`config.mk`:
```
export PLATFORM = sky130hd
export DESIGN_NAME = junction_lamp_fsm
export DESIGN_NICKNAME = d
export VERILOG_FILES = /design/src/rtl/junction_pkg.sv /design/src/rtl/junction_timer.sv /design/src/rtl/junction_ctrl.sv /design/src/rtl/junction_lamp_fsm.sv
export SDC_FILE = /design/constraint.sdc
export NUM_CORES = 1
export LEC_CHECK = 0
export BUFFER_PORTS_ARGS = -buffer_cell sky130_fd_sc_hd__buf_2
export CAP_MARGIN = 30
export CORE_MARGIN = 2
export CORE_UTILIZATION = 45
export CTS_BUF_LIST = sky130_fd_sc_hd__clkbuf_4 sky130_fd_sc_hd__clkbuf_8
export CTS_CLUSTER_DIAMETER = 40
export CTS_CLUSTER_SIZE = 30
export DETAILED_ROUTE_END_ITERATION = 7
export PLACE_DENSITY = 0.6
export RECOVER_POWER = 100
export SETUP_SLACK_MARGIN = 0.05
export SYNTH_ARGS = -nofsm -noshare
export SYNTH_HDL_FRONTEND = slang
export SYNTH_SLANG_ARGS = --single-unit
```
`constraint.sdc`:
```
create_clock -name clk -period 2.77 [get_ports clk]
set_input_delay 0.1385 -clock clk [delete_from_list [all_inputs] [get_ports clk]]
set_output_delay 0.1385 -clock clk [all_outputs]
set_load 0.02 [all_outputs]
```
`src/rtl/junction_pkg.sv`:
```
package junction_pkg;

  localparam int LAMP_W = 6;

  typedef enum logic [1:0] {
    ST_GON   = 2'd0,
    ST_WAITN = 2'd1,
    ST_GOE   = 2'd2,
    ST_WAITE = 2'd3
  } lightState_t;

  // Strobes from control into the timing datapath
  typedef struct packed {
    logic reload;      // phase entry: restart prescaler, load dwell
    logic shortDwell;  // which dwell length the entered phase uses
  } dwellCmd_t;

  typedef struct packed {
    logic [LAMP_W-1:0]      lamps;
    logic                   shortDwell;
    lightState_t [3:0]      nxt;       // indexed by detector code
  } phaseRow_t;

  function automatic phaseRow_t phaseRow(input lightState_t s);
    phaseRow_t r;
    case (s)
      ST_GON: begin
        r.lamps = 6'h21; r.shortDwell = 1'b0;
        r.nxt = {ST_WAITN, ST_GON, ST_WAITN, ST_GON};
      end
      ST_WAITN: begin
        r.lamps = 6'h22; r.shortDwell = 1'b1;
        r.nxt = {ST_GOE, ST_GOE, ST_GOE, ST_GOE};
      end
      ST_GOE: begin
        r.lamps = 6'h0C; r.shortDwell = 1'b0;
        r.nxt = {ST_WAITE, ST_WAITE, ST_GOE, ST_GOE};
      end
      default: begin
        r.lamps = 6'h14; r.shortDwell = 1'b1;
        r.nxt = {ST_GON, ST_GON, ST_GON, ST_GON};
      end
    endcase
    return r;
  endfunction

endpackage

```
`src/rtl/junction_timer.sv`:
```
module junction_timer
  import junction_pkg::*;
#(
  parameter int TICK_CYCLES = 1250000,
  parameter int LONG_TICKS  = 3000,
  parameter int SHORT_TICKS = 500,
  parameter int SYNC_STAGES = 2
) (
  input  logic      clk,
  input  logic      rst,
  input  logic [1:0] sensRaw,
  input  dwellCmd_t cmd,
  output logic      dwellDone,
  output logic [1:0] sensCode
);

  localparam int PW = (TICK_CYCLES > 1) ? $clog2(TICK_CYCLES) : 1;
  localparam int MAXT = (LONG_TICKS > SHORT_TICKS) ? LONG_TICKS : SHORT_TICKS;
  localparam int DW = $clog2(MAXT + 1);
  localparam logic [PW-1:0] PRESC_LAST = PW'(TICK_CYCLES - 1);
  localparam logic [DW-1:0] LONG_LD    = DW'(LONG_TICKS);
  localparam logic [DW-1:0] SHORT_LD   = DW'(SHORT_TICKS);
  localparam logic [DW-1:0] DW_ONE     = DW'(1);

  // Detector synchronizer chain
  logic [1:0] syncQ [SYNC_STAGES];

  always_ff @(posedge clk) begin
    if (rst) syncQ[0] <= 2'b00;
    else     syncQ[0] <= sensRaw;
  end

  for (genvar g = 1; g < SYNC_STAGES; g++) begin : gSync
    always_ff @(posedge clk) begin
      if (rst) syncQ[g] <= 2'b00;
      else     syncQ[g] <= syncQ[g-1];
    end
  end

  assign sensCode = syncQ[SYNC_STAGES-1];

  // Prescaler and dwell counter
  logic [PW-1:0] prescCnt;
  logic [DW-1:0] dwellCnt;
  logic          tick;

  assign tick      = (prescCnt == PRESC_LAST);
  assign dwellDone = tick && (dwellCnt == DW_ONE);

  always_ff @(posedge clk) begin
    if (rst) begin
      prescCnt <= '0;
      dwellCnt <= LONG_LD;
    end else if (cmd.reload) begin
      prescCnt <= '0;
      dwellCnt <= cmd.shortDwell ? SHORT_LD : LONG_LD;
    end else if (tick) begin
      prescCnt <= '0;
      dwellCnt <= dwellCnt - DW_ONE;
    end else begin
      prescCnt <= prescCnt + 1'b1;
    end
  end

endmodule

```
`src/rtl/junction_ctrl.sv`:
```
module junction_ctrl
  import junction_pkg::*;
(
  input  logic              clk,
  input  logic              rst,
  input  logic              dwellDone,
  input  logic [1:0]        sensCode,
  output lightState_t       curState,
  output logic [LAMP_W-1:0] lamps,
  output dwellCmd_t         cmd
);

  phaseRow_t   curRow;
  phaseRow_t   nextRow;
  lightState_t nextState;

  always_comb begin
    curRow         = phaseRow(curState);
    nextState      = curRow.nxt[sensCode];
    nextRow        = phaseRow(nextState);
    lamps          = curRow.lamps;
    cmd.reload     = dwellDone;
    cmd.shortDwell = nextRow.shortDwell;
  end

  always_ff @(posedge clk) begin
    if (rst)            curState <= ST_GON;
    else if (dwellDone) curState <= nextState;
  end

endmodule

```
`src/rtl/junction_lamp_fsm.sv`:
```
module junction_lamp_fsm
  import junction_pkg::*;
#(
  parameter int TICK_CYCLES = 1250000,
  parameter int LONG_TICKS  = 3000,
  parameter int SHORT_TICKS = 500,
  parameter int SYNC_STAGES = 2
) (
  input  logic       clk,
  input  logic       rst,
  input  logic [1:0] carSense,
  output logic [5:0] lamps
);

  lightState_t curState;
  dwellCmd_t   cmd;
  logic        dwellDone;
  logic [1:0]  sensCode;

  junction_timer #(
    .TICK_CYCLES(TICK_CYCLES),
    .LONG_TICKS (LONG_TICKS),
    .SHORT_TICKS(SHORT_TICKS),
    .SYNC_STAGES(SYNC_STAGES)
  ) u_timer (
    .clk      (clk),
    .rst      (rst),
    .sensRaw  (carSense),
    .cmd      (cmd),
    .dwellDone(dwellDone),
    .sensCode (sensCode)
  );

  junction_ctrl u_ctrl (
    .clk      (clk),
    .rst      (rst),
    .dwellDone(dwellDone),
    .sensCode (sensCode),
    .curState (curState),
    .lamps    (lamps),
    .cmd      (cmd)
  );

endmodule

```
[After elaboration in Yosys (flattened, before gate mapping)]
Memories as Yosys holds them, arrays and structs flattened.
Cells that the tools add are included.
Cells by class
  add/subtract/negate cells: 2
  $mul: 0
  div/mod/pow operators: 0
  $lt $le $gt $ge: 1
  equal/unequal tests: 6
  shift operators: 0
  muxes and demuxes: 12
  bitwise gates (word level): 2
  reduce and logical (&&, ||, !) cells: 5
Operators by type and width (count)
  15-bit one-hot mux with 3 select lines: 1
  12-bit two-way mux: 3
  9-bit one-hot mux with 3 select lines: 1
  21-bit by 1-bit adder with 21-bit output (second input constant): 1
  21-bit == test (second input constant): 1
  12-bit by 1-bit == test with 1-bit output (second input constant): 1
  12-bit by 1-bit subtractor with 12-bit output (second input constant): 1
  2-bit two-way mux: 3
  2-bit binary-select mux with 2-bit select: 1
  2-bit by 1-bit == test with 1-bit output (second input constant): 2
  2-bit == test (second input constant): 2
  2-bit zero test: 2
  2-bit by 3-bit less-than comparator with 1-bit output (second input constant): 1
  1-bit two-way mux: 3
  3-bit OR reduction: 1
  1-bit OR: 2
  2-bit nonzero test: 1
  1-bit logical AND: 1
Word-level totals
  bits in registers: 35
  latch bits: 0
  memory bits (writable): 4
  ROM bits: 0
  input bits: 4
  output and inout port bits: 6
  logic and storage cells: 32
  memories kept: 1
Memory list
  u_timer.syncQ: words 2, bits a word 2, rd ports 2, clocked after Yosys merged registers in 0, write ports 2, line junction_timer.sv:26  | logic [1:0] syncQ [SYNC_STAGES];

[Longest topological paths before layout]
Gate-level depths: netlist (run 1).
  depth in word-level cells: 8
  mapped depth: 8
  gate-level depth less buffers: 7

[By module]
From an unflattened synthesis (run 1), not the netlist that was laid out.
Unflattened totals
  cell total of the unflattened synthesis: 240
  area, all modules: 2133.3 µm²
Modules (own cells, without submodules)
  junction_timer: times used 1, cells an instance 210, area an instance 1865.5 µm², sequential area each 740.7 µm²
  junction_ctrl: times used 1, cells an instance 30, area an instance 267.8 µm², sequential area each 40.0 µm²

[Worst setup path before layout (run 1)]
Ideal clock, no wire load.
  path kind: register to register
  start point: register u_timer.prescCnt[11]
  end point: register u_timer.dwellCnt[7]
  setup time: 62 ps
  arrival time: 2067 ps
  data required time: 2708 ps
  setup slack: 641 ps
  cell stages (with the launch flop): 6
  buffers on the path: 0
  clock period less this slack: 2129 ps
  path through: dfxtp_1 > or4b_4 > nor4_4 > nand4_4 > or4b_1 > nand3_1
On the way
  cells in the longest elaborated chain, start to end: 3
  elaborated cells on any way between the ends: 4
  classes of those cells: eq/ne: 1; mux: 1; reduce/logical: 2
Ends and longest elaborated chain
  start: declaration: line junction_timer.sv:43  | logic [PW-1:0] prescCnt;
  start signal: assignment: line junction_timer.sv:61  | prescCnt <= prescCnt + 1'b1;
  21-bit == test *: line junction_timer.sv:47  | assign tick = (prescCnt == PRESC_LAST);
  1-bit logical AND: line junction_timer.sv:48  | assign dwellDone = tick && (dwellCnt == DW_ONE);
  12-bit two-way mux or 2-bit nonzero test (tied branches)
  end signal: assignment: line junction_timer.sv:56  | dwellCnt <= cmd.shortDwell ? SHORT_LD : LONG_LD;
  end signal: assignment: line junction_timer.sv:59  | dwellCnt <= dwellCnt - DW_ONE;
  end: declaration: line junction_timer.sv:44  | logic [DW-1:0] dwellCnt;
Every way passes the cells marked *; elsewhere a longest branch is shown, timed or not.
A chain may end at the register's enable or synchronous reset.

[Worst setup path in the final report (run 1)]
  start point: register u_timer.prescCnt[10]
  end point: register u_timer.dwellCnt[7]
Same word-level chain as after synthesis.

==> metrics.txt, run 1 <==
status completed; 1st-pass router iterations 4; Final Hold Vio Count 0; count leader, synth dfxtp_1; crit end category register; critical path peak fanout 8; Max Cap Violations 0; P_leak ~0.73 nW; setup_tns 0 ps; final critical-path share of the clock period approximately 87%; CTS tree done; Max Clk Rate 415 MHz; CP peak stage delay slightly below 600 ps; Worst Path Required approximately 3000 ps; final wirelength roughly 3700 um; Num CTS Buffers 5; Iteration-0 DRC Markers approximately 110; post-synthesis cell count 220; Fill cells 403; Placer Congestion a little over 0.8; Crit Path Class register to register; wire per inst between 10 and 15 um; port buffer count 9; most used cell, CP or4b_1; Synth Register Bits 39; crit-path leading delay family simple AND/OR/NAND/NOR gates; # resized after CTS 0; Root Buffer clkbuf_8; first-pass GRT wire length 6640 um; Post-CTS Hold Fix Bufs 0; Startpoint Class register; max-slew violation count 0; YS warnings 0; clk slew on worst S/H paths approximately 80 ps; synth cell count leaders dfxtp_1 (39), nor2_1 (31), nand3_1 (19); gr ovfl total 0; vias in the first global route ~1,500; number of diodes 0; worst skew pair latency around 290 ps; ys flop type dfxtp_1; CTS max path bufs 2; share of cells above drive strength 1 8.77%; worst slew pin tran 501 ps; initial core utilization a little under half; Setup Viol. Count Final 0; crit-path cells or4b_1 > nor4_4 > nand4_1 > or4b_1 > nand3_1; top cell type's share of synthesized area around 40%; GRT Overall Usage between 10% and 20%; Power Total approximately 0.0012 W; power density cells ~550 nW/um^2; row count 23; EDFF count, synth 0; buffer count from post-CTS setup fixing 0; Vias/cell ~5.5; Nets between 200 and 250; worst vdd ir between 200 and 300 uV; Post-Syn Area 1950 um^2; top cells by area, synth dfxtp_1 (40%), ha_1 (6.4%), nor2_1 (6.0%); CTS Sinks 39; Post-DRT Antenna Nets 0; minimum clock period ~2400 ps; syn nets ~230; initial antenna violation count 0; slowest cell on the critical path or4b_1; Unique masters post-synth between 40 and 50; Worst EP arrival 2640 ps; die area between 4000 and 5000 um^2; P&R area growth vs syn 8.21%; share of flip-flops with an asynchronous set or reset 0%; area leader, netlist dfxtp_1; drc violations 0; Die H between 60 and 70 um; Critical path buffers and inverters 0; sequential share of the synthesized area 40.0%; H-tree Lvls 2; Core ar. between 4000 and 5000 um^2; Slew HR roughly 67%; vias roughly 1,500; die width 69.9 um; IO Pins 10; worst hold path class input pin to register; largest net degree at the start of global routing 22; DP HPWL between 2000 and 3000 um; syn avg cell area ~8.9 um^2; RSZ-0062 raised after global routing no; Clock Skews between 6 and 7 ps
[worst paths after layout]
path,start,to,slack [ps],depth (start not counted)
max reg2reg,u_timer.prescCnt[10],u_timer.dwellCnt[7],360,5
min,carSense[1],u_timer.syncQ[0][1],60,2
max,u_timer.prescCnt[10],u_timer.dwellCnt[7],360,5
min reg2reg,u_timer.syncQ[0][1],u_timer.syncQ[1][1],450,1
[layer usage]
layer  GRT usage [%]  wire length, um  up-vias
met1            20.6             1790      719
met2            28.4             1810       23
met3            3.90               91        4
met5               0                0        -
li1                -                -      773
met4            5.13               44        0
[cells in the final DEF, fill, tap and decap left out, types with 2 or more instances in the layout]
cell        n
buf_2       2
nor2_1     31
nand3_1    19
nand4_1     7
ha_1       10
xnor2_1    13
o21ai_0     6
or2_2       2
clkbuf_8    5
dfxtp_1    39
inv_1       7
xor2_1      8
or4_1       5
bufinv_16   2
a21oi_1     6
and4_1      3
nor3_1      7
nand2_1    11
and2_0      2
a21boi_0    2
nor2b_1     7
nand2b_1    2
o41ai_1     2
or4b_1      2
clkbuf_1    7
[layout make-up]
| class | count | area [um^2] | area share (%) |
|---|---|---|---|
| Tap cell | 50 | 62.6 | 2.96 |
| Sequential cell | 39 | 781 | 37.0 |
| Timing Repair Buffer | 11 | 48.8 | 2.31 |
| Multi-Input combinational cell | 163 | 1060 | 50.1 |
| Clock inverter | 2 | 60.1 | 2.84 |
| Inverter | 7 | 26.3 | 1.24 |
| Clock buffer | 6 | 76.3 | 3.61 |
[worst register-to-register path, cell delays in order, from the launching register on]
cell,delay (ps)
dfxtp_1,360
or4b_1,590
nor4_4,440
nand4_1,310
or4b_1,570
nand3_1,100
[kinds of logic (layout without fill, tap and decap cells)]
kind of cell,after synthesis,count (layout),synth area share [%]
and+or+nand+nor,112,112,32.9
muxes,1,1,0.513
AOI/OAI and AO/OA,19,19,5.96
adders and majority gates,10,10,6.41
buffers and inverters,18,26,4.81
DFF,39,39,40.0
xor gates and xnor gates,21,21,9.42
[where the power goes]
| part | leakage (nW) | switching, W | internal (W) |
|---|---|---|---|
| clock network | 0.0688 | 0.000200 | 0.000370 |
| logic | 0.347 | 0.0000138 | 0.00000847 |
| registers | 0.316 | 0.00000547 | 0.000567 |
[registers in the layout (all words and copies together) (netlist names)]
name	flops
u_timer.prescCnt	21
u_timer.dwellCnt	12
u_timer.syncQ	4
u_ctrl.curState	2
[stage by stage]
| stage | setup WS [ps] | instance area (um^2) | util (%) | hold WS [ps] | std cells |
|---|---|---|---|---|---|
| floorplan | 641 | 1950 | - | 267 | 220 |
| global placement | 550 | 2010 | 49.1 | 350 | 270 |
| detailed placement | 487 | 2010 | 49.1 | 355 | 270 |
| CTS | 475 | 2140 | 52.4 | 52.4 | 278 |
| global route | 216 | 2110 | 51.7 | 83.4 | 278 |
| finish | 359 | 2110 | 51.7 | 57.4 | 278 |
No activity file was read; power rests on OpenSTA's default activity.
==> run 2: changes to the inputs <==
--- a/config.mk
+++ b/config.mk
@@ -8,12 +8,12 @@
 export BUFFER_PORTS_ARGS = -buffer_cell sky130_fd_sc_hd__buf_2
 export CAP_MARGIN = 30
 export CORE_MARGIN = 2
-export CORE_UTILIZATION = 45
+export CORE_UTILIZATION = 40
 export CTS_BUF_LIST = sky130_fd_sc_hd__clkbuf_4 sky130_fd_sc_hd__clkbuf_8
 export CTS_CLUSTER_DIAMETER = 40
 export CTS_CLUSTER_SIZE = 30
 export DETAILED_ROUTE_END_ITERATION = 7
-export PLACE_DENSITY = 0.6
+export PLACE_DENSITY = 0.54
 export RECOVER_POWER = 100
 export SETUP_SLACK_MARGIN = 0.05
 export SYNTH_ARGS = -nofsm -noshare
==> metrics.txt, run 2 (synthesis gave the netlist of run 1 again) <==
vias in the first global route 1,343 (-8.1%); clk slew on worst S/H paths 70 ps (about the same); initial antenna violation count 0 (unchanged); worst vdd ir 283 uV (+12%); hold_ws 52.8 ps (-4.60 ps); fin worst setup slack 418 ps (+58.7 ps); crit-path cells or4b_1 > nor4_4 > and2_0 > a41oi_1 > a21boi_0; Nets 241 (unchanged); die area 5450 um^2 (+12%); Slew HR 65.5% (-1.1 points); grt peak-use layer met2; slowest cell on the critical path or4b_1; Max Cap Violations 0 (unchanged); die width 73.9 um (+5.7%); max-slew violation count 0 (unchanged); 1st-pass router iterations 4 (unchanged); number of diodes 0 (unchanged); max reg flops 21 (unchanged); power share of the clock group 39.5% (-9.5 points); power share of the combinational group 2.3% (+0.4 points); CTS Sinks 39 (unchanged); Seq pwr share 58.2% (+9.1 points); crit-path leading delay family simple AND/OR/NAND/NOR gates; Worst Path Required 2940 ps (-60 ps); wire per inst 12.1 um (-9.9%); row count 25 (+8.7%); Vias/cell 4.95 (-9.4%); Post-CTS Hold Fix Bufs 0 (unchanged); Startpoint Class register; port buffer count 9 (unchanged); CTS max path bufs 2 (unchanged); initial core utilization 41.3% (-6.4 points); Core ar. 4720 um^2 (+16%); worst hold path class input pin to register; Root Buffer clkbuf_8; gr ovfl total 0 (unchanged); Worst EP arrival 2530 ps (-110 ps); crit end category register; switching power 0.000210 W (-4.1%); setup_tns 0 ps (unchanged); drc violations 0 (unchanged); buffer count from post-CTS setup fixing 0 (unchanged); vias 1,460 (-3.9%); worst reg-to-reg setup slack 420 ps (+60 ps); CTS tree done; met3 GRT Util 3.70% (-0.19 points); worst skew pair latency 290 ps (about the same); largest net degree at the start of global routing 22 (unchanged); Most flops, register u_timer.prescCnt; fin area 2100 um^2 (-0.53%); Final Core Density 44.5% (-7.2 points); switching part of the total 21.4% (+2.6 points); share of cells above drive strength 1 9.21% (+0.44 points); Die H 73.9 um (+5.7%); Clock Skews 5.50 ps (-1.19 ps); worst slew pin tran 518 ps (+16.5 ps); # resized after CTS 0 (unchanged); final wirelength 3570 um (-4.3%); H-tree Lvls 2 (unchanged); Placer Congestion 0.793 (-2.7%); Fill cells 486 (+21%); Max Clk Rate 425 MHz (+2.5%); critical path peak fanout 7 (-1); GRT Overall Usage 14.8% (-1.8 points); commonest non-fill, non-tap cell in the layout dfxtp_1; Placement Setup Slack 504 ps (+16.7 ps); DP HPWL 2480 um (-11%); P&R area growth vs syn 7.63%; Iteration-0 DRC Markers 102 (-4.7%); minimum clock period 2350 ps (-58.7 ps); Crit Path Class register to register; Post-DRT Antenna Nets 0 (unchanged); most frequent cells in the layout dfxtp_1 (39), nor2_1 (31), nand3_1 (19), xnor2_1 (13), nand2_1 (11); Critical path buffers and inverters 0 (unchanged); CP peak stage delay 580 ps (about the same); final critical-path share of the clock period 84.9% (-2.1 points); status completed; RSZ-0062 raised after global routing no; Setup Viol. Count Final 0 (unchanged); area post-placement 2030 um^2 (+1.1%); met1 Use GR 18.4% (-2.2 points); biggest regs u_timer.prescCnt (21), u_timer.dwellCnt (12), u_timer.syncQ (4); met2 capacity usage during global routing 24.5% (-3.9 points); Num CTS Buffers 5 (unchanged); first-pass GRT wire length 6140 um (-7.5%); power density cells 467 nW/um^2 (-15%); P_leak 0.729 nW (-0.41%); Final Hold Vio Count 0 (unchanged); Pint 0.000771 W (-18%); IO Pins 10 (unchanged)
[run 2: worst reg2reg max path, stage by stage (launching register included)]
cell	delay, ps
dfxtp_1	360
or4b_1	580
nor4_4	480
and2_0	360
a41oi_1	270
a21boi_0	190
[run 2: power by group through the flow]
stage | clock [W] | combinational, W | sequential (W)
floorplan | 0 | 0.0000170 | 0.000584
global placement | 0 | 0.0000234 | 0.000585
detailed placement | 0 | 0.0000235 | 0.000585
CTS | 0.000402 | 0.0000237 | 0.000571
global route | 0.000421 | 0.0000260 | 0.000572
finish | 0.000388 | 0.0000225 | 0.000571
[run 2: layout make-up]
| type | count | area (um^2) | area share, % |
|---|---|---|---|
| Sequential cell | 39 | 781 | 37.2 |
| Clock inverter | 1 | 5.00 | 0.238 |
| Timing Repair Buffer | 11 | 48.8 | 2.32 |
| Clock buffer | 7 | 83.8 | 3.99 |
| Tap cell | 67 | 83.8 | 3.99 |
| Inverter | 7 | 26.3 | 1.25 |
| Multi-Input combinational cell | 163 | 1070 | 51.0 |
[run 2: metrics by stage]
step / total power [W] / cells
floorplan: 0.000601 / 220
global placement: 0.000608 / 287
detailed placement: 0.000608 / 287
CTS: 0.000997 / 295
global route: 0.00102 / 295
finish: 0.000982 / 295
[run 2: worst paths after layout]
kind / cells after the start / from / end
hold / removal: 2 / carSense[1] / u_timer.syncQ[0][1]
hold reg to reg: 1 / u_timer.syncQ[0][1] / u_timer.syncQ[1][1]
setup reg to reg: 5 / u_timer.prescCnt[10] / u_ctrl.curState[0]
setup / recovery: 5 / u_timer.prescCnt[10] / u_ctrl.curState[0]
[run 2: layer usage]
metal	vias to the layer above	share of wire [%]
li1	769	-
met1	668	50
met2	16	46
met3	7	2.4
met4	0	1.8
met5	-	0
==> run 3: changes to the inputs <==
--- a/config.mk
+++ b/config.mk
@@ -5,6 +5,7 @@
 export SDC_FILE = /design/constraint.sdc
 export NUM_CORES = 1
 export LEC_CHECK = 0
+export ABC_AREA = 1
 export BUFFER_PORTS_ARGS = -buffer_cell sky130_fd_sc_hd__buf_2
 export CAP_MARGIN = 30
 export CORE_MARGIN = 2
@@ -13,7 +14,7 @@
 export CTS_CLUSTER_DIAMETER = 40
 export CTS_CLUSTER_SIZE = 30
 export DETAILED_ROUTE_END_ITERATION = 7
-export PLACE_DENSITY = 0.54
+export PLACE_DENSITY = 0.56
 export RECOVER_POWER = 100
 export SETUP_SLACK_MARGIN = 0.05
 export SYNTH_ARGS = -nofsm -noshare
==> constraint.sdc (replaced) <==
create_clock -name clk -period 1.9 [get_ports clk]
set_input_delay 0.095 -clock clk [delete_from_list [all_inputs] [get_ports clk]]
set_output_delay 0.095 -clock clk [all_outputs]
set_load 0.02 [all_outputs]
==> metrics.txt, run 3 <==
initial core utilization 41.1% (-0.26 points); M1 WL 2480 um (+40%); RSZ-0062 raised after global routing no; commonest non-fill, non-tap cell in the layout nand2_1; vias in the first global route 1,728 (+29%); final wirelength 4650 um (+30%); Die H 79.0 um (+6.9%); HP Start rst; drc violations 0 (unchanged); fin worst setup slack 232 ps (-186 ps); number of diodes 0 (unchanged); Worst Reg-to-Reg Cells 6 (+1); P&R area growth vs syn 7.74%; switching power 0.000333 W (+58%); initial antenna violation count 0 (unchanged); Critical path buffers and inverters 0 (unchanged); setup_tns 0 ps (unchanged); ys flop type dfxtp_1; Vias/cell 4.70 (-5.0%); Synth Register Bits 39 (unchanged); Reg area 781 um^2 (unchanged); sequential share of the synthesized area 34.7% (-5.3 points); Clock Skews 6.05 ps (+0.548 ps); Fill cells 602 (+24%); Unique masters post-synth 27 (-37%); die width 79.0 um (+6.9%); most used cell, CP nand3_1; Reg2Reg Capture Point u_timer.dwellCnt[4]; Iteration-0 DRC Markers 109 (+6.9%); most frequent cells in the layout nand2_1 (72), nor2_1 (57), inv_1 (44), dfxtp_1 (39), nand3_1 (27); DP HPWL 3530 um (+42%); Nets 358 (+49%); vias 1,961 (+34%); Max Clk Rate 600 MHz (+41%); top cell type's share of synthesized area 34.7% (-5.3 points); Placement Setup Slack 242 ps (-262 ps); crit end category register; r2r startpoint u_timer.prescCnt[0]; share of cells above drive strength 1 6.96% (-2.3 points); Startpoint Class register; worst slew pin tran 331 ps (-187 ps); synth cell count leaders nand2_1 (71), nor2_1 (56), inv_1 (44); first-pass GRT wire length 8060 um (+31%); Core ar. 5470 um^2 (+16%); Post-DRT Antenna Nets 0 (unchanged); slowest cell on the critical path dfxtp_1; post-synthesis cell count 333 (+51%); power density cells 589 nW/um^2 (+26%); Max Cap Violations 0 (unchanged); gr ovfl total 0 (unchanged); CTS Sinks 39 (unchanged); Final Hold Vio Count 0 (unchanged); crit-path cells ha_1 > nand3_2 > nor2_4 > nand3_1 > o21ai_0 > nand3_1; critical path peak fanout 7 (unchanged); power share of the clock group 38.8% (-0.7 points); H-tree Lvls 2 (unchanged); area leader, netlist dfxtp_1; CTS max path bufs 2 (unchanged); Most flops, register u_timer.prescCnt; port buffer count 9 (unchanged); Seq pwr share 58.3% (about the same); Worst Hold End u_timer.syncQ[0][0]; Setup Viol. Count Final 0 (unchanged); worst vdd ir 257 uV (-9.2%); Slew HR 77.9% (+12 points); worst hold path class input pin to register; max reg flops 21 (unchanged); area of the multi-input gates 1220 um^2 (+14%); Worst EP arrival 1840 ps (-690 ps); Worst Path Required 2070 ps (-870 ps); 1st-pass router iterations 4 (unchanged); met2 WL post-DR 1990 um (+21%); highest routed layer met4; worst skew pair latency 290 ps (about the same); share of flip-flops with an asynchronous set or reset 0% (unchanged); count leader, synth nand2_1; die area 6230 um^2 (+14%); Crit Path Class register to register; switching part of the total 23.3% (+1.9 points); row count 27 (+8.0%); minimum clock period 1670 ps (-684 ps); power share of the combinational group 2.9% (+0.6 points); top cells by area, synth dfxtp_1 (35%), nand2_1 (12%), nor2_1 (9.4%); Post-Syn Area 2250 um^2 (+15%); IO Pins 10 (unchanged); syn avg cell area 6.75 um^2 (-24%); final critical-path share of the clock period 87.8% (+2.9 points); largest net degree at the start of global routing 15 (-32%); clk slew on worst S/H paths 80 ps (about the same); worst reg-to-reg setup slack 230 ps (-190 ps); Placer Congestion 0.792 (-0.23%); Root Buffer clkbuf_8; Num CTS Buffers 5 (unchanged); P_leak 0.934 nW (+28%); CP peak stage delay 360 ps (-220 ps); met3 wire len 150 um (+76%); EDFF count, synth 0 (unchanged); wire per inst 11.2 um (-7.8%); YS warnings 0 (unchanged); status completed; GRT Overall Usage 16.3% (+1.6 points); biggest regs u_timer.prescCnt (21), u_timer.dwellCnt (12), u_timer.syncQ (4); syn nets 347 (+48%); Final Core Density 44.2% (-0.24 points); WHS Path Cells 2 (unchanged); Pint 0.00109 W (+42%); CTS tree done; max-slew violation count 0 (unchanged); crit-path leading delay family simple AND/OR/NAND/NOR gates
## run 3: per-stage QoR
| step | hold slack (ps) | instances | total power, W | area, um^2 |
|---|---|---|---|---|
| 6_report | 146 | 417 | 0.00143 | 2420 |
| 5_1_grt | 157 | 417 | 0.00150 | 2420 |
| 4_1_cts | 150 | 416 | 0.00145 | 2430 |
| 3_5_place_dp | 300 | 406 | 0.000891 | 2320 |
| 3_3_place_gp | 301 | 406 | 0.000891 | 2320 |
| 2_1_floorplan | 202 | 333 | 0.000880 | 2250 |
## run 3: final cells by class
| type | instances | share of cell area (%) |
|---|---|---|
| Timing Repair Buffer | 12 | 2.69 |
| Tap cell | 72 | 3.72 |
| Multi-Input combinational cell | 240 | 50.5 |
| Sequential cell | 39 | 32.2 |
| Clock inverter | 3 | 0.620 |
| Clock buffer | 5 | 2.84 |
| Inverter | 46 | 7.34 |
## run 3: how the worst max path moves through the flow
stage,endpoint,startpoint,cells past startpoint
2_1_floorplan,u_timer.prescCnt[17],u_timer.prescCnt[0],9
3_3_place_gp,u_timer.dwellCnt[6],u_timer.prescCnt[0],8
3_5_place_dp,u_timer.dwellCnt[6],u_timer.prescCnt[0],8
4_1_cts,u_timer.dwellCnt[6],u_timer.prescCnt[0],8
5_1_grt,u_timer.dwellCnt[6],u_timer.prescCnt[0],9
6_report,u_timer.dwellCnt[4],u_timer.prescCnt[0],6
## run 3: cell families (layout without fill, tap and decap cells)
logic type,after synthesis,in the layout,synth area share (%)
buffers and inverters,54,66,10.6
adders and majority gates,10,10,5.57
and+or+nand+nor,185,185,37.0
DFF,39,39,34.7
AOI/OAI and AO/OA,34,34,7.80
xor gates and xnor gates,11,11,4.29
## run 3: power by group through the flow
| stage | sequential [W] | clock (W) | combinational [W] |
|---|---|---|---|
| finish | 0.000831 | 0.000553 | 0.0000419 |
| global route | 0.000834 | 0.000619 | 0.0000484 |
| CTS | 0.000832 | 0.000579 | 0.0000426 |
| detailed placement | 0.000851 | 0 | 0.0000394 |
| global placement | 0.000851 | 0 | 0.0000400 |
| floorplan | 0.000850 | 0 | 0.0000304 |
## run 3: worst reg2reg max path: cells and delay by family, from the launching register on
family	cells	cell delay, ps
AO/OA/AOI/OAI	1	290
adder cells (fa/ha/maj)	1	240
flip-flops	1	360
AND/OR/NAND/NOR	4	670
## run 3: layer usage
layer | up-vias | global-route usage [%]
li1 | 1065 | -
met1 | 868 | 23.5
met2 | 24 | 24.4
met3 | 4 | 3.75
met4 | 0 | 4.83
met5 | - | 0
## run 3: repair_timing
item | in CTS | in global routing
hold buffers | 2 | 0
buffers inserted | 0 | 1
gates resized for setup | 0 | 2
endpoints found under the hold margin | 2 | 0
endpoints found under the setup margin | 0 | 3
